## src/rtl/swfc_pkg.sv

```systemverilog
package swfc_pkg;
  typedef enum logic {
    K_XON  = 1'b0,
    K_XOFF = 1'b1
  } fc_kind_e;
endpackage

```

## src/rtl/swfc_rx_filter.sv

```systemverilog
module swfc_rx_filter
  import swfc_pkg::*;
#(
  parameter int CW = 8
) (
  input  logic          clk,
  input  logic          rst_n,
  input  logic          en,
  input  logic          dbl,
  input  logic          any_on,
  input  logic [CW-1:0] on1,
  input  logic [CW-1:0] on2,
  input  logic [CW-1:0] off1,
  input  logic [CW-1:0] off2,
  input  logic          in_v,
  input  logic [CW-1:0] in_c,
  output logic          paused,
  output logic          wr_v,
  output logic [CW-1:0] wr_c
);
  logic          pend_q, pend_d, rep_q, rep_d, paused_q, paused_d, wr_v_q, wr_v_d;
  fc_kind_e      pend_k_q, pend_k_d;
  logic [CW-1:0] pend_c_q, pend_c_d, rep_c_q, rep_c_d, wr_c_q, wr_c_d;
  logic          ev_v;
  logic [CW-1:0] ev_c;

  // Event: a replayed byte has priority; inputs never collide with it.
  always_comb begin
    ev_v     = rep_q | in_v;
    ev_c     = rep_q ? rep_c_q : in_c;
    pend_d   = pend_q;
    pend_k_d = pend_k_q;
    pend_c_d = pend_c_q;
    rep_d    = 1'b0;
    rep_c_d  = rep_c_q;
    paused_d = paused_q;
    wr_v_d   = 1'b0;
    wr_c_d   = wr_c_q;
    if (!en) begin
      paused_d = 1'b0;
      if (pend_q) begin
        pend_d  = 1'b0;
        wr_v_d  = 1'b1;
        wr_c_d  = pend_c_q;
        rep_d   = ev_v;
        rep_c_d = ev_c;
      end else if (ev_v) begin
        wr_v_d = 1'b1;
        wr_c_d = ev_c;
      end
    end else if (ev_v) begin
      if (pend_q) begin
        pend_d = 1'b0;
        if (pend_k_q == K_XOFF && ev_c == off2) begin
          paused_d = 1'b1;
        end else if (pend_k_q == K_XON && ev_c == on2) begin
          paused_d = 1'b0;
        end else begin
          wr_v_d  = 1'b1;
          wr_c_d  = pend_c_q;
          rep_d   = 1'b1;
          rep_c_d = ev_c;
        end
      end else begin
        if (any_on) paused_d = 1'b0;
        if (ev_c == off1) begin
          if (dbl) begin
            pend_d   = 1'b1;
            pend_k_d = K_XOFF;
            pend_c_d = ev_c;
          end else begin
            paused_d = 1'b1;
          end
        end else if (ev_c == on1) begin
          if (dbl && !(any_on && paused_q)) begin
            pend_d   = 1'b1;
            pend_k_d = K_XON;
            pend_c_d = ev_c;
          end else begin
            paused_d = 1'b0;
          end
        end else begin
          wr_v_d = 1'b1;
          wr_c_d = ev_c;
        end
      end
    end
  end

  always_ff @(posedge clk or negedge rst_n) begin
    if (!rst_n) begin
      pend_q   <= 1'b0;
      pend_k_q <= K_XON;
      pend_c_q <= '0;
      rep_q    <= 1'b0;
      rep_c_q  <= '0;
      paused_q <= 1'b0;
      wr_v_q   <= 1'b0;
      wr_c_q   <= '0;
    end else begin
      pend_q   <= pend_d;
      pend_k_q <= pend_k_d;
      pend_c_q <= pend_c_d;
      rep_q    <= rep_d;
      rep_c_q  <= rep_c_d;
      paused_q <= paused_d;
      wr_v_q   <= wr_v_d;
      wr_c_q   <= wr_c_d;
    end
  end

  assign paused = paused_q;
  assign wr_v   = wr_v_q;
  assign wr_c   = wr_c_q;

  a_r1_byte_spacing: assert property (@(posedge clk) disable iff (!rst_n)
    in_v |=> !in_v);
  a_r2_off_releases: assert property (@(posedge clk) disable iff (!rst_n)
    !en |=> !paused);
  a_r3_single_stop: assert property (@(posedge clk) disable iff (!rst_n)
    (en && !dbl && in_v && !rep_q && !pend_q && in_c == off1) |=> (!wr_v && paused));
  a_r4_plain_data: assert property (@(posedge clk) disable iff (!rst_n)
    (en && in_v && !rep_q && !pend_q && in_c != off1 && in_c != on1)
      |=> (wr_v && wr_c == $past(in_c)));
endmodule

```

## src/rtl/swfc_tx_inject.sv

```systemverilog
module swfc_tx_inject
  import swfc_pkg::*;
#(
  parameter int CW = 8,
  parameter int LW = 7
) (
  input  logic          clk,
  input  logic          rst_n,
  input  logic          en,
  input  logic          dbl,
  input  logic [CW-1:0] on1,
  input  logic [CW-1:0] on2,
  input  logic [CW-1:0] off1,
  input  logic [CW-1:0] off2,
  input  logic [LW-1:0] level,
  input  logic [LW-1:0] halt_lvl,
  input  logic [LW-1:0] resume_lvl,
  input  logic          tx_idle,
  input  logic          ack,
  output logic          req,
  output logic [CW-1:0] chr
);
  logic     busy_q, busy_d, idx_q, idx_d, rhalt_q, rhalt_d;
  fc_kind_e kind_q, kind_d;

  always_comb begin
    busy_d  = busy_q;
    kind_d  = kind_q;
    idx_d   = idx_q;
    rhalt_d = rhalt_q;
    if (!en) begin
      busy_d  = 1'b0;
      idx_d   = 1'b0;
      rhalt_d = 1'b0;
    end else if (busy_q) begin
      if (ack) begin
        if (dbl && !idx_q) begin
          idx_d = 1'b1;
        end else begin
          busy_d  = 1'b0;
          idx_d   = 1'b0;
          rhalt_d = (kind_q == K_XOFF);
        end
      end
    end else if (!rhalt_q && level >= halt_lvl) begin
      busy_d = 1'b1;
      kind_d = K_XOFF;
    end else if (rhalt_q && level <= resume_lvl) begin
      busy_d = 1'b1;
      kind_d = K_XON;
    end
  end

  always_ff @(posedge clk or negedge rst_n) begin
    if (!rst_n) begin
      busy_q  <= 1'b0;
      kind_q  <= K_XON;
      idx_q   <= 1'b0;
      rhalt_q <= 1'b0;
    end else begin
      busy_q  <= busy_d;
      kind_q  <= kind_d;
      idx_q   <= idx_d;
      rhalt_q <= rhalt_d;
    end
  end

  assign req = busy_q;
  assign chr = (kind_q == K_XOFF) ? (idx_q ? off2 : off1) : (idx_q ? on2 : on1);

  a_r10_ack_at_boundary: assert property (@(posedge clk) disable iff (!rst_n)
    ack |-> (req && tx_idle));
  a_r10_hold_request: assert property (@(posedge clk) disable iff (!rst_n)
    (en && req && !ack) |=> (!en || req));
  a_r9_stop_pair_order: assert property (@(posedge clk) disable iff (!rst_n)
    (en && dbl && req && kind_q == K_XOFF && !idx_q && ack) |=> (!en || (req && chr == off2)));
endmodule

```

## src/rtl/swfc_ctrl.sv

```systemverilog
module swfc_ctrl #(
  parameter int FIFO_DEPTH = 64,
  parameter int CW         = 8,
  localparam int LW        = $clog2(FIFO_DEPTH + 1)
) (
  input  logic          clk,
  input  logic          rst_n,
  input  logic          cfg_en,
  input  logic          cfg_double,
  input  logic          cfg_any,
  input  logic [CW-1:0] cfg_xon1,
  input  logic [CW-1:0] cfg_xon2,
  input  logic [CW-1:0] cfg_xoff1,
  input  logic [CW-1:0] cfg_xoff2,
  input  logic [LW-1:0] cfg_halt_lvl,
  input  logic [LW-1:0] cfg_resume_lvl,
  input  logic          rx_valid,
  input  logic [CW-1:0] rx_data,
  input  logic [LW-1:0] rx_level,
  input  logic          tx_idle,
  input  logic          inj_ack,
  output logic          rx_wr_valid,
  output logic [CW-1:0] rx_wr_data,
  output logic          tx_paused,
  output logic          tx_go,
  output logic          inj_req,
  output logic [CW-1:0] inj_char
);
  swfc_rx_filter #(.CW(CW)) u_rx (
    .clk(clk), .rst_n(rst_n), .en(cfg_en), .dbl(cfg_double), .any_on(cfg_any),
    .on1(cfg_xon1), .on2(cfg_xon2), .off1(cfg_xoff1), .off2(cfg_xoff2),
    .in_v(rx_valid), .in_c(rx_data),
    .paused(tx_paused), .wr_v(rx_wr_valid), .wr_c(rx_wr_data)
  );

  swfc_tx_inject #(.CW(CW), .LW(LW)) u_tx (
    .clk(clk), .rst_n(rst_n), .en(cfg_en), .dbl(cfg_double),
    .on1(cfg_xon1), .on2(cfg_xon2), .off1(cfg_xoff1), .off2(cfg_xoff2),
    .level(rx_level), .halt_lvl(cfg_halt_lvl), .resume_lvl(cfg_resume_lvl),
    .tx_idle(tx_idle), .ack(inj_ack), .req(inj_req), .chr(inj_char)
  );

  // Ordinary data starts only at a boundary, behind injections.
  assign tx_go = tx_idle & ~inj_req & (~tx_paused | ~cfg_en);
endmodule

```

## config.mk

```make
export PLATFORM = sky130hd
export DESIGN_NAME = swfc_ctrl
export DESIGN_NICKNAME = d
export VERILOG_FILES = /design/src/rtl/swfc_pkg.sv /design/src/rtl/swfc_rx_filter.sv /design/src/rtl/swfc_tx_inject.sv /design/src/rtl/swfc_ctrl.sv
export SDC_FILE = /design/constraint.sdc
export NUM_CORES = 1
export LEC_CHECK = 0
export ABC_AREA = 1
export BUFFER_PORTS_ARGS = -buffer_cell sky130_fd_sc_hd__buf_2
export CAP_MARGIN = 20
export CELL_PAD_IN_SITES_DETAIL_PLACEMENT = 1
export CELL_PAD_IN_SITES_GLOBAL_PLACEMENT = 1
export CORE_MARGIN = 1
export CORE_UTILIZATION = 32
export CTS_CLUSTER_SIZE = 8
export DETAILED_ROUTE_END_ITERATION = 6
export HOLD_SLACK_MARGIN = 0.15
export PLACE_DENSITY_LB_ADDON = 0.1
export SYNTH_ARGS = -nofsm -noshare
export SYNTH_HDL_FRONTEND = slang
export SYNTH_SLANG_ARGS = --single-unit
```

## constraint.sdc

```tcl
create_clock -name clk -period 2 [get_ports clk]
set_clock_uncertainty 0.1 [all_clocks]
set_input_delay 0.2 -clock clk [delete_from_list [all_inputs] [get_ports clk]]
set_output_delay 0.2 -clock clk [all_outputs]
set_load 0.1 [all_outputs]
```

==> metrics list, run 1 <==
- Port buffering added 88 buffers.
- Maximum fanout encountered on the critical timing path: 6
- Sequential cells were found to cover 27.17% of the synthesized design area.
- Post-route minimum period: 2.201 ns
- The clock passes through at most 2 buffers.
- When the netlist entered floorplanning its net count stood at 576.
- Overall routed net length: 11.54 mm
- Maximum number of pins on one net before global-route repair: 34
- Setup slack of the critical path after layout: -0.2010 ns
- Boundary Pins: 89
* Area delta synth->final: 56.20%
* Dpl hpwl: 9.086 mm
- Floorplan core area: 9240 um2
- Power per Cell Area: 796.8 nW/um2
- Most common cell in the synthesized netlist: sky130_fd_sc_hd__nand2_1
- Slew of the pin with the lowest slew margin: 0.7797 ns
* Share of synthesized registers carrying an async set or reset: 100.0%
* Clock transition at the registers of the reported paths: 0.08 ns
- The most used flip-flop cell after synthesis is sky130_fd_sc_hd__dfrtp_1.
- Buffer cell driving the clock tree root: sky130_fd_sc_hd__clkbuf_8
* Top cells by area, synth: sky130_fd_sc_hd__dfrtp_1 (27%), sky130_fd_sc_hd__nand2_1 (22%), sky130_fd_sc_hd__inv_1 (9.6%), sky130_fd_sc_hd__nand3_1 (6.8%), sky130_fd_sc_hd__ha_1 (5.8%)
* Fin. Hold Viols: 0
- Overall overflow remaining after global route: 0
* Post-synth EDFFs: 0
* Failing checks: negative setup slack
- Clock tree synthesis found a total of 33 sinks.
* Mean number of vias per cell: 4.785
- After detailed routing, the number of remaining DRC violations is 0.
* Max-cap violations: 0
- Library cell with the largest summed area after synthesis: sky130_fd_sc_hd__dfrtp_1
- Die Width: 99.46 um
- Result of the run: complete, but fails checks
- In this run, placement finished with an instance count of 745.
- Share of the clock period used by the worst path after layout: 110.1%
- Normalized max-slew margin: 48.02%
- Setup repair after global routing could not meet its margin everywhere.
* DRC violation total after the first TritonRoute iteration: 132
- Starting Density: 32.89%
- IR Drop Worst-Case VDD: 0.8154 mV
- Number of nets in the layout: 726
* Critical-path cell list: clkinv_4 > buf_6 > nand2_8 > nand2_4 > buf_6 > nand2_1 > nand3_2 > nor2_4 > nand2_4 > nand2_4 > nand2_8 > inv_8 > nand3_4 > nand2_1 > nand2_1
- In this run the worst hold path is classified as in2reg.
- The later pin in the worst-skew pair is clocked with a latency of 0.30 ns.
* Count of vias placed by the detailed router: 3699
- Flop and latch count out of synthesis: 33
- Setup slack on the worst flop-to-flop path: -0.20 ns
* Wire length per cell: 14.93 um
- In this run the vertical extent of the chip is 99.46 um.
- Critical-path top delay cell: sky130_fd_sc_hd__dfrtp_2
* Clock tree from TritonCTS: built
- The Yosys step of the flow raised 0 warnings.
- Critical Path RT: 2.08 ns
* Data arrival time of the worst path: 2.28 ns
* Most instantiated cells after synthesis: sky130_fd_sc_hd__nand2_1 (180), sky130_fd_sc_hd__inv_1 (78), sky130_fd_sc_hd__nand3_1 (41), sky130_fd_sc_hd__a21oi_1 (33), sky130_fd_sc_hd__dfrtp_1 (33)
* Antenna violations before repair: 0
- Maximum clock frequency: 454.3 MHz
* Worst Path Class, Setup: reg2reg
- Number of nets with antenna violations after detailed routing: 0
* Startpoint types: register
- Count of different cell masters after synthesis: 28
- TritonRoute pass-1 iters: 4
* Cts bufs inserted: 5
- Top delay family on crit path: simple AND/OR/NAND/NOR gates
- In the global route stage, overall resource usage came out at 23.58%.
- CTS HTree Levels: 2
* First-pass GRT wire length: 18.49 mm
* Proportion of netlist area held by the largest area contributor: 27.17%
- The repair_antennas step left the layout with diodes totalling 0.
- The synthesized netlist occupies a cell area of 3039 um2.
* Pins Over Slew Limit: 0
- Stage delay of the slowest cell on the critical path: 0.51 ns
* Fraction of layout cells with a size suffix above 1: 38.20%
- TNS Setup: -3.987 ns
* Count of placed standard cells in the final layout, fillers left out: 773
- The congestion estimate from routability-driven global placement came to 0.8369.
- The number of global-route vias before repair is 3850.
* Number of setup violations in the final report: 29
- Die footprint: 9891 um2
- A synthesized cell averages 6.165 um2.
- Endpoint type of the worst setup path: register
- Summed over all cells, the static leakage comes to 2.581 nW.
- Row cnt: 35
- Counting both buffers and inverters, the worst setup path holds a total of 4.
- Gate count of the mapped netlist: 493
-- placed cells by master, fill, tap and decap left out, types with 5 or more instances in the layout --
master                     netlist  layout
sky130_fd_sc_hd__nand2_4         6      19
sky130_fd_sc_hd__nor2_4          2       7
sky130_fd_sc_hd__inv_1          78      75
sky130_fd_sc_hd__ha_1           14      14
sky130_fd_sc_hd__a21oi_4         0       9
sky130_fd_sc_hd__buf_2           0      80
sky130_fd_sc_hd__buf_12          1      13
sky130_fd_sc_hd__buf_6           3      10
sky130_fd_sc_hd__nand2_1       180     153
sky130_fd_sc_hd__clkbuf_8        0       5
sky130_fd_sc_hd__a21oi_1        33      25
sky130_fd_sc_hd__nor2_1         25      18
sky130_fd_sc_hd__nand3_1        41      36
sky130_fd_sc_hd__o21ai_0        25      25
sky130_fd_sc_hd__buf_4           0      44
sky130_fd_sc_hd__o21ai_1         7       7
sky130_fd_sc_hd__nand2_2        17      30
sky130_fd_sc_hd__dfrtp_1        33      31
-- cell families (layout without fill, tap and decap cells) --
family	Yosys count	in the layout	share of synthesized area [%]
buffers and inverters	90	239	12.72
adder cells (fa/ha/maj)	14	14	5.764
AND/OR/NAND/NOR	279	281	40.76
AO/OA/AOI/OAI	75	75	13.01
XOR/XNOR	2	2	0.5765
flip-flops	33	33	27.17
-- sequential cells by signal (all words and copies together), names as in the netlist --
name / flops
u_rx.wr_v: 1
u_rx.paused: 1
u_rx.rep_q: 1
u_rx.wr_c: 8
u_tx.idx_q: 1
u_tx.kind_q: 1
u_rx.rep_c_q: 8
u_rx.pend_q: 1
u_rx.pend_k_q: 1
u_tx.rhalt_q: 1
u_rx.pend_c_q: 8
u_tx.req: 1
-- routing by layer --
layer | up-vias | global-route usage (%) | share of wire [%]
li1 | 1849 | - | -
met5 | - | 0 | 0
met2 | 75 | 43.91 | 52
met4 | 0 | 3.733 | 1.2
met1 | 1763 | 29.34 | 43
met3 | 12 | 3.092 | 3.8
-- through the flow --
step | setup slack (ns) | power [mW] | area, um2 | utilization (%) | hold slack [ns]
2_1_floorplan | 0.005974 | 2.349 | 3143 | - | -0.1956
6_report | -0.2010 | 3.782 | 4747 | 51.37 | 0.1615
4_1_cts | -0.1117 | 3.685 | 4427 | 47.91 | 0.1645
3_3_place_gp | -0.2981 | 3.108 | 4151 | 44.93 | 0.2205
3_5_place_dp | -0.3636 | 3.135 | 4151 | 44.93 | 0.2200
5_1_grt | -0.3149 | 3.973 | 4747 | 51.37 | 0.1940
-- worst paths after layout --
path | start | to | cells after the start
max | u_rx.rep_q | u_rx.pend_k_q | 15
min | inj_ack | u_tx.idx_q | 3
max reg2reg | u_rx.rep_q | u_rx.pend_k_q | 15
min reg2reg | u_rx.wr_c[1] | u_rx.wr_c[1] | 2
max in group asynchronous | rst_n | u_tx.kind_q | 2
min in group asynchronous | rst_n | u_rx.wr_c[0] | 2
-- layout make-up --
cell class / instances / area [um2]
clock buffer: 5 / 68.82
clock inverter: 3 / 17.52
fill: 1227 / 4493
inverter: 80 / 316.6
multi-input combinational: 372 / 2220
sequential: 33 / 828.3
tap: 129 / 161.4
timing repair buffer: 149 / 1124
timing repair inverter: 2 / 11.26
-- timing repair --
item,4_1_cts,5_1_grt
hold endpoints to repair,34,0
pin swaps,6,6
resized for setup,25,60
hold buffers,2,0
setup buffers,6,9
endpoints found under the setup margin,29,37
gates cloned,2,2
-- where the power goes --
part	switching (mW)	total [mW]	internal [mW]	leakage, nW
clock	0.282	0.523	0.241	0.0439
combinational	1.62	2.45	0.827	2.13
sequential	0.0666	0.810	0.743	0.408
total	1.97	3.78	1.81	2.58
-- worst register-to-register path, stage by stage (launching register included) --
cell	delay [ns]
sky130_fd_sc_hd__dfrtp_2	0.51
sky130_fd_sc_hd__clkinv_4	0.13
sky130_fd_sc_hd__buf_6	0.15
sky130_fd_sc_hd__nand2_8	0.07
sky130_fd_sc_hd__nand2_4	0.06
sky130_fd_sc_hd__buf_6	0.12
sky130_fd_sc_hd__nand2_1	0.06
sky130_fd_sc_hd__nand3_2	0.10
sky130_fd_sc_hd__nor2_4	0.15
sky130_fd_sc_hd__nand2_4	0.09
sky130_fd_sc_hd__nand2_4	0.10
sky130_fd_sc_hd__nand2_8	0.09
sky130_fd_sc_hd__inv_8	0.10
sky130_fd_sc_hd__nand3_4	0.11
sky130_fd_sc_hd__nand2_1	0.10
sky130_fd_sc_hd__nand2_1	0.07
(Power assumes the default switching activity.)
==> run 2: changes to the inputs <==
- ABC_AREA: 1 -> 0
- CORE_UTILIZATION: 32 -> 35
==> run 2 against run 1 <==
Compared with the run above: the run still ends with negative setup slack left; sequential power up 1%; combinational power down 42%; flip-flop and latch count unchanged; sequential share of layout area up 2.6 points; final cell count down 37%; critical endpoint is now u_rx.pend_c_q[3].
==> metrics list, run 2 <==
* Result of the run: complete, but fails checks
- The checks that failed: negative setup slack.
- Share of synthesized registers carrying an async set or reset: 100.0%
- Combined flip-flop and latch cell area: 827.0 um2
- At the later pin of the worst-skew pair, clock insertion delay measures 0.28 ns.
- Deepest clock path buffer count: 2
- Once routing completed, OpenROAD measured the worst setup slack at -0.8581 ns.
- IR Drop Worst-Case VDD: 0.4693 mV
- Summed over its instances, the top area cell type makes up 31.72% of the synthesized netlist area.
- Syn Std Cell Area: 2604 um2
* Area used by multi-input combinational logic: 1912 um2
* Cell count after placement: 441
* Antenna diode instance count: 0
* Normalized max-slew margin: 46.47%
- The library cells used most frequently in the layout, excluding fill and tap cells, are sky130_fd_sc_hd__buf_2 (82), sky130_fd_sc_hd__buf_4 (51), sky130_fd_sc_hd__dfrtp_1 (32), sky130_fd_sc_hd__xnor2_1 (25), sky130_fd_sc_hd__inv_1 (22).
* Starting Density: 36.09%
* Overall power: 2.860 mW
* Net Count, Synth: 307
- First-pass GRT wire length: 14.28 mm
- The wire-length estimate of the detail-placed layout is 6.425 mm.
- Library cell with the largest summed area after synthesis: sky130_fd_sc_hd__dfrtp_1
- Last weighted congestion value of the routability-driven placer: 0.7793
- Critical-path cell list: buf_12 > buf_6 > mux2i_4 > buf_6 > xnor2_1 > nor4_2 > nand2_1 > a21o_1 > a2111oi_4 > buf_6 > mux2_4
- The cell count after synthesis came out at 224.
- RSZ-0062 raised after global routing: true
- The most used flip-flop cell after synthesis is sky130_fd_sc_hd__dfrtp_1.
- Critical Path RT: 2.06 ns
- Sum of buffers and inverters on the critical path: 4
- DRC violation total after the first TritonRoute iteration: 35
* Share of the clock period used by the worst path after layout: 142.9%
- The max-slew violation count came to 0.
- Met1 layer usage reported by global route: 29.97%
* Buffer cell driving the clock tree root: sky130_fd_sc_hd__clkbuf_8
* Overall overflow remaining after global route: 0
* Hold Crit Depth: 3
- The routed design could run at a clock period as short as 2.858 ns.
- Summing over every cut layer, the via total after detailed routing is 2415.
- Dividing the detail-routed wire length by the instance count gives 19.51 um.
- Overall routed net length: 9.441 mm
- Type of the worst min-delay path: in2reg
* Post-DP Area: 3437 um2
- Clock transition at the registers of the reported paths: 0.08 ns
* Most common cell after layout, fill and taps aside: sky130_fd_sc_hd__buf_2
- Filler cell count: 820
- Count of placed standard cells in the final layout, fillers left out: 484
- Worst-case reg-to-reg path depth: 11
- Antenna violations before repair: 0
- In the routed design, unresolved DRC markers number 0.
* Data arrival time of the worst path: 2.92 ns
- The die is 88.25 um tall.
* Top delay family on crit path: buffers and inverters
* Area delta synth->final: 58.63%
- During placement, the flow inserted port buffers numbering 88.
- The die covers 7788 um2.
- For this design, the sink count on the clock tree is 33.
- Most instantiated cells after synthesis: sky130_fd_sc_hd__dfrtp_1 (33), sky130_fd_sc_hd__xnor2_1 (32), sky130_fd_sc_hd__mux2_2 (24), sky130_fd_sc_hd__inv_1 (22), sky130_fd_sc_hd__ha_1 (14)
- Met3 usage: 4.757%
- Of all nets on the critical path, the largest fanout is 7.
- Worst Path Class, Setup: reg2reg
- TritonCTS built the clock tree.
- The slowest stage of the critical path belongs to the cell sky130_fd_sc_hd__dfrtp_1.
- During synthesis, Yosys emitted a total of 0 warnings.
- After synthesis, the cell types taking the most area are sky130_fd_sc_hd__dfrtp_1 (32%), sky130_fd_sc_hd__xnor2_1 (11%), sky130_fd_sc_hd__mux2_2 (10%), sky130_fd_sc_hd__mux4_2 (6.9%), sky130_fd_sc_hd__ha_1 (6.7%).
- In this run, CTS created clock tree buffers numbering 5.
- Post-synth EDFFs: 0
- The tool flagged a number of max-cap violations equal to 0.
* Leakage: 1.944 nW
- Endpoint type of the worst setup path: register
* Count of different cell masters after synthesis: 41
* Mean number of vias per cell: 4.990
- Dividing total power by cell area gives a power density of 692.6 nW/um2.
- The core region is 7214 um2.
* All-Layer GR Usage: 24.87%
* Post-layout utilization of the core: 57.25%
* Number of nets in the layout: 468
- After routing the design area is 4130 um2.
* Met2 Resource Use GR: 44.62%
* Fraction of the yosys area taken by sequential cells: 31.72%
* Average footprint of a synthesized cell: 11.62 um2
- Most repeated library cell on the critical path: sky130_fd_sc_hd__buf_6
* CTS HTree Levels: 2
* Slew of the pin with the lowest slew margin: 0.8029 ns
* Fraction of layout cells with a size suffix above 1: 61.04%
* Number of setup violations in the final report: 29
- The worst setup path is launched from a register.
* Flop and latch count out of synthesis: 33
* Die Width: 88.25 um
* Number of cells on the critical path: 11
- In this run the count of I/O pins placed on the die edge is 89.
- Entering global routing, the biggest net connects 34 pins.
- After global routing, the most crowded layer is met2.
- TritonRoute pass-1 iters: 4
* Row cnt: 31
- Fin. Hold Viols: 0
- Stage delay of the slowest cell on the critical path: 0.42 ns
- Maximum clock frequency: 349.9 MHz
* Worst-case setup slack after placement: -0.9435 ns
- The count of nets left with antenna violations once routing finished came out at 0.
- Number of global-route vias before repair: 2805
- In the post-synthesis netlist, the cell with the most instances is sky130_fd_sc_hd__dfrtp_1.
-- run 2: cell count changes after synthesis, moves of 6 or more --
| cell | before | now |
|---|---|---|
| sky130_fd_sc_hd__nand2_1 | 180 | 7 |
| sky130_fd_sc_hd__inv_1 | 78 | 22 |
| sky130_fd_sc_hd__nand3_1 | 41 | 5 |
| sky130_fd_sc_hd__xnor2_1 | 0 | 32 |
| sky130_fd_sc_hd__a21oi_1 | 33 | 8 |
| sky130_fd_sc_hd__mux2_2 | 0 | 24 |
| sky130_fd_sc_hd__o21ai_0 | 25 | 3 |
| sky130_fd_sc_hd__nor2_1 | 25 | 6 |
| sky130_fd_sc_hd__nand2_2 | 17 | 0 |
| sky130_fd_sc_hd__mux2i_1 | 0 | 9 |
| sky130_fd_sc_hd__mux4_2 | 0 | 8 |
| sky130_fd_sc_hd__mux2i_4 | 0 | 7 |
| sky130_fd_sc_hd__o21ai_1 | 7 | 0 |
| sky130_fd_sc_hd__nand2_4 | 6 | 0 |
-- run 2: through the flow --
step | TNS (ns) | hold WS (ns)
finish | -22.52 | 0.1751
global placement | -19.85 | 0.2375
CTS | -21.64 | 0.1742
global route | -25.51 | 0.1846
detailed placement | -21.78 | 0.2327
floorplan | -15.14 | -0.1956
-- run 2: cell families (layout without fill, tap and decap cells) --
kind of cell / count (synthesis) / after routing / share of synthesized area (%)
mux: 53 / 53 / 29.65
xor+xnor: 32 / 32 / 10.76
simple gates: 35 / 35 / 7.304
fa+ha+maj: 14 / 14 / 6.728
buf+inv: 28 / 188 / 4.949
compound gates: 29 / 30 / 8.891
flops: 33 / 33 / 31.72
-- run 2: report_power, final --
group          switching (mW)  internal [mW]  leakage, nW
sequential             0.0829          0.738        0.400
clock                   0.259          0.362       0.0540
combinational           0.951          0.466         1.49
total                    1.29           1.57         1.94
-- run 2: cell type report --
type | instances | area share [%]
clock inverters | 2 | 0.8482
well taps | 99 | 2.999
repair buffers | 158 | 26.08
multi-input cells | 164 | 46.29
inverters | 23 | 2.090
flip-flops and latches | 33 | 20.02
clock buffers | 5 | 1.666
-- run 2: timing repair --
| item | CTS | global route |
|---|---|---|
| setup buffers | 35 | 8 |
| endpoints found under the setup margin | 32 | 34 |
| hold endpoints to repair | 38 | 0 |
| hold buffers | 6 | 0 |
| resized for setup | 27 | 31 |
| pin swaps | 15 | 18 |
| gates cloned | 1 | 0 |
-- run 2: final timing paths --
| kind | from | endpoint | slack [ns] |
|---|---|---|---|
| hold reg to reg | u_rx.wr_c[7] | u_rx.wr_c[7] | 0.41 |
| max in group asynchronous | rst_n | u_tx.kind_q | 0.81 |
| hold / removal | cfg_en | u_rx.paused | 0.18 |
| setup / recovery | u_rx.rep_q | u_rx.pend_c_q[3] | -0.86 |
| min in group asynchronous | rst_n | u_tx.rhalt_q | 0.44 |
| setup reg to reg | u_rx.rep_q | u_rx.pend_c_q[3] | -0.86 |
-- run 2: worst register-to-register path, stage by stage, from the launching register on --
cell and delay, ns:
sky130_fd_sc_hd__dfrtp_1 0.42, sky130_fd_sc_hd__buf_12 0.17, sky130_fd_sc_hd__buf_6 0.13, sky130_fd_sc_hd__mux2i_4 0.18
sky130_fd_sc_hd__buf_6 0.13, sky130_fd_sc_hd__xnor2_1 0.14, sky130_fd_sc_hd__nor4_2 0.28, sky130_fd_sc_hd__nand2_1 0.14
sky130_fd_sc_hd__a21o_1 0.21, sky130_fd_sc_hd__a2111oi_4 0.35, sky130_fd_sc_hd__buf_6 0.19, sky130_fd_sc_hd__mux2_4 0.30
-- run 2: layer usage --
metal	share of wire [%]	up-vias
met2	53	70
li1	-	1128
met4	1.8	0
met1	41	1200
met3	4.5	17
met5	0	-
==> run 3: changes to the inputs <==
- BUFFER_PORTS_ARGS: -buffer_cell sky130_fd_sc_hd__buf_2 -> -buffer_cell sky130_fd_sc_hd__buf_4
==> run 3 against run 2 <==
Compared with the run above: the flow still finishes with violations (negative setup slack); sequential power increased by 0.5%; sequential share of layout area shrank 0.87 points; first-iteration DRC count rose by 43%; critical path depth shrank 1; via count grew 0.17%; maximum frequency down 1.7%; hold slack better by 0.066 ns; final cell count down 1.2%; register-to-register slack worse by 0.05 ns; design area up 4.7%; combinational power increased by 5%; critical path type unchanged; highest routed layer unchanged.
==> metrics list, run 3 (synthesis gave the netlist of run 2 again) <==
* Critical-path cell list: buf_12 > mux2i_4 > buf_4 > xnor2_2 > nor4_4 > nand2_2 > a21o_1 > a2111oi_4 > buf_6 > mux2_4
- IR Drop Worst-Case VDD: 0.4804 mV
- TritonRoute pass-1 iters: 4
- Maximum number of pins on one net before global-route repair: 34
- On the final layout, the worst hold slack is 0.2409 ns.
- Antenna diode instance count: 0
* Share of the clock period used by the worst path after layout: 145.3%
* First-pass GRT wire length: 13.82 mm
- OpenSTA, run right after detailed placement, puts the worst setup slack at -0.8870 ns.
- Worst Path Class, Setup: reg2reg
- Routability-driven placement finished with a final weighted congestion of 0.8474.
* Overall overflow remaining after global route: 0
- For the pin with the worst max-slew slack, the measured transition is 0.4667 ns.
- Dpl hpwl: 6.594 mm
* Setup slack of the critical path after layout: -0.9069 ns
- Endpoint type of the worst setup path: register
- TritonCTS built the clock tree.
* Clock transition at the registers of the reported paths: 0.08 ns
- All-Layer GR Usage: 24.62%
- Counting along the longest clock path gives a buffer depth of 2.
* Post-route DRC: 0
- Along the worst path, the maximum fanout reaches 5.
- In this design, the stage delay of the slowest critical-path cell is 0.46 ns.
- Die Span Y: 88.25 um
- Power spread over the standard cell area amounts to 682.7 nW/um2.
- Die footprint: 7788 um2
- Normalized max-slew margin: 68.89%
- Once placement finished, the instance area stood at 3705 um2.
- The routed design has 9.698 mm of wire.
- Count of vias placed by the detailed router: 2419
* Area delta synth->final: 66.07%
* Fin. Hold Viols: 0
- CTS HTree Levels: 2
* Count of placed standard cells in the final layout, fillers left out: 478
- Post-route minimum period: 2.907 ns
- At the end of the flow the core is filled with cells to 59.94%.
- Commonest cells after routing, fill and taps aside: sky130_fd_sc_hd__buf_4 (129), sky130_fd_sc_hd__dfrtp_1 (31), sky130_fd_sc_hd__xnor2_1 (24), sky130_fd_sc_hd__inv_1 (22), sky130_fd_sc_hd__mux2_2 (20)
- The later pin in the worst-skew pair is clocked with a latency of 0.30 ns.
- Critical Path RT: 2.09 ns
* Floorplan core area: 7214 um2
- The max-slew violation count was 0.
* Overall power: 2.952 mW
* Area used by multi-input combinational logic: 1909 um2
* Failing checks: negative setup slack
* Post-route cell area: 4324 um2
* Buffer cell driving the clock tree root: sky130_fd_sc_hd__clkbuf_8
* Number of setup violations in the final report: 29
- Die Width: 88.25 um
* Number of nets in the layout: 462
- TNS Setup: -22.56 ns
* Sink count of the clock tree: 33
* Startpoint types: register
- The initialized floorplan defines 31 standard-cell rows.
* Mean number of vias per cell: 5.061
- On the critical path, the stage with the largest delay is an instance of sky130_fd_sc_hd__dfrtp_2.
- The number of global-route vias before repair came to 2618.
- 89 I/O pins were placed.
- Most common cell after layout, fill and taps aside: sky130_fd_sc_hd__buf_4
- Count of input and output buffers: 88
- Cell count after placement: 444
- Result of the run: complete, but fails checks
- Leakage: 2.004 nW
- Filler cell count: 784
- Wire length per cell: 20.29 um
- Type of the worst min-delay path: in2reg
- Static timing analysis puts the maximum clock frequency at 344.0 MHz.
* Antenna violations before repair: 0
- Data arrival time of the worst path: 3.00 ns
- The count of nets left with antenna violations once routing finished came out at 0.
* RSZ-0062 raised after global routing: true
- Starting Density: 36.09%
* Combined flip-flop and latch cell area: 828.3 um2
* Cts bufs inserted: 5
- Fraction of layout cells with a size suffix above 1: 60.69%
- The tool flagged a number of max-cap violations equal to 0.
- After the first detailed-routing iteration, the DRC count stood at 50.
[run 3: changes by cell type in the layout (fill, tap and decap cells not counted), moves of 2 or more]
| cell | before | now |
|---|---|---|
| sky130_fd_sc_hd__nor4_4 | 1 | 3 |
| sky130_fd_sc_hd__nand2_2 | 0 | 2 |
| sky130_fd_sc_hd__buf_6 | 15 | 13 |
| sky130_fd_sc_hd__buf_4 | 51 | 129 |
| sky130_fd_sc_hd__nand2_1 | 7 | 5 |
| sky130_fd_sc_hd__buf_2 | 82 | 0 |
| sky130_fd_sc_hd__nor2_1 | 3 | 5 |
| sky130_fd_sc_hd__clkbuf_4 | 2 | 0 |
[run 3: worst max-delay path, delay by kind of cell (launching register included)]
kind                      cells  cell delay (ns)
buffers and inverters         3             0.55
muxes                         2             0.58
xor gates and xnor gates      1             0.09
AOI/OAI and AO/OA             2             0.59
DFF                           1             0.46
and+or+nand+nor               2             0.43
[run 3: metal layers]
metal,vias to the layer above,global-route usage (%),wire length (um)
met5,-,0,0
met4,0,8.504,361
met3,27,4.478,395
met2,76,45.10,5161
met1,1205,28.77,3780
li1,1111,-,-
[run 3: repair_timing]
| item | CTS | global route |
|---|---|---|
| hold endpoints to repair | 40 | 0 |
| pin swaps | 12 | 9 |
| setup buffers | 16 | 12 |
| cloned | 1 | 0 |
| endpoints found under the setup margin | 31 | 31 |
| resized for setup | 26 | 24 |
| hold buffers | 7 | 0 |
[run 3: final cells by class]
class / count / share of cell area [%]
inverters: 23 / 1.997
clock inverters: 2 / 0.8102
repair buffers: 153 / 29.43
flip-flops and latches: 33 / 19.16
clock buffers: 5 / 1.591
multi-input cells: 163 / 44.16
well taps: 99 / 2.865
[run 3: report_power, final]
part	internal [mW]	switching (mW)	leakage (nW)
logic	0.536	0.956	1.55
clock network	0.362	0.273	0.0540
registers	0.738	0.0870	0.398
[run 3: worst paths after layout]
kind	startpoint	cells past startpoint	slack [ns]	end
setup / recovery	u_rx.rep_q	10	-0.91	u_rx.pend_c_q[6]
hold / removal	rx_data[3]	3	0.24	u_rx.pend_c_q[3]
setup reg to reg	u_rx.rep_q	10	-0.91	u_rx.pend_c_q[6]
hold reg to reg	u_rx.wr_c[7]	1	0.42	u_rx.wr_c[7]
max in group asynchronous	rst_n	2	1.16	u_tx.kind_q
min in group asynchronous	rst_n	2	0.29	u_rx.paused
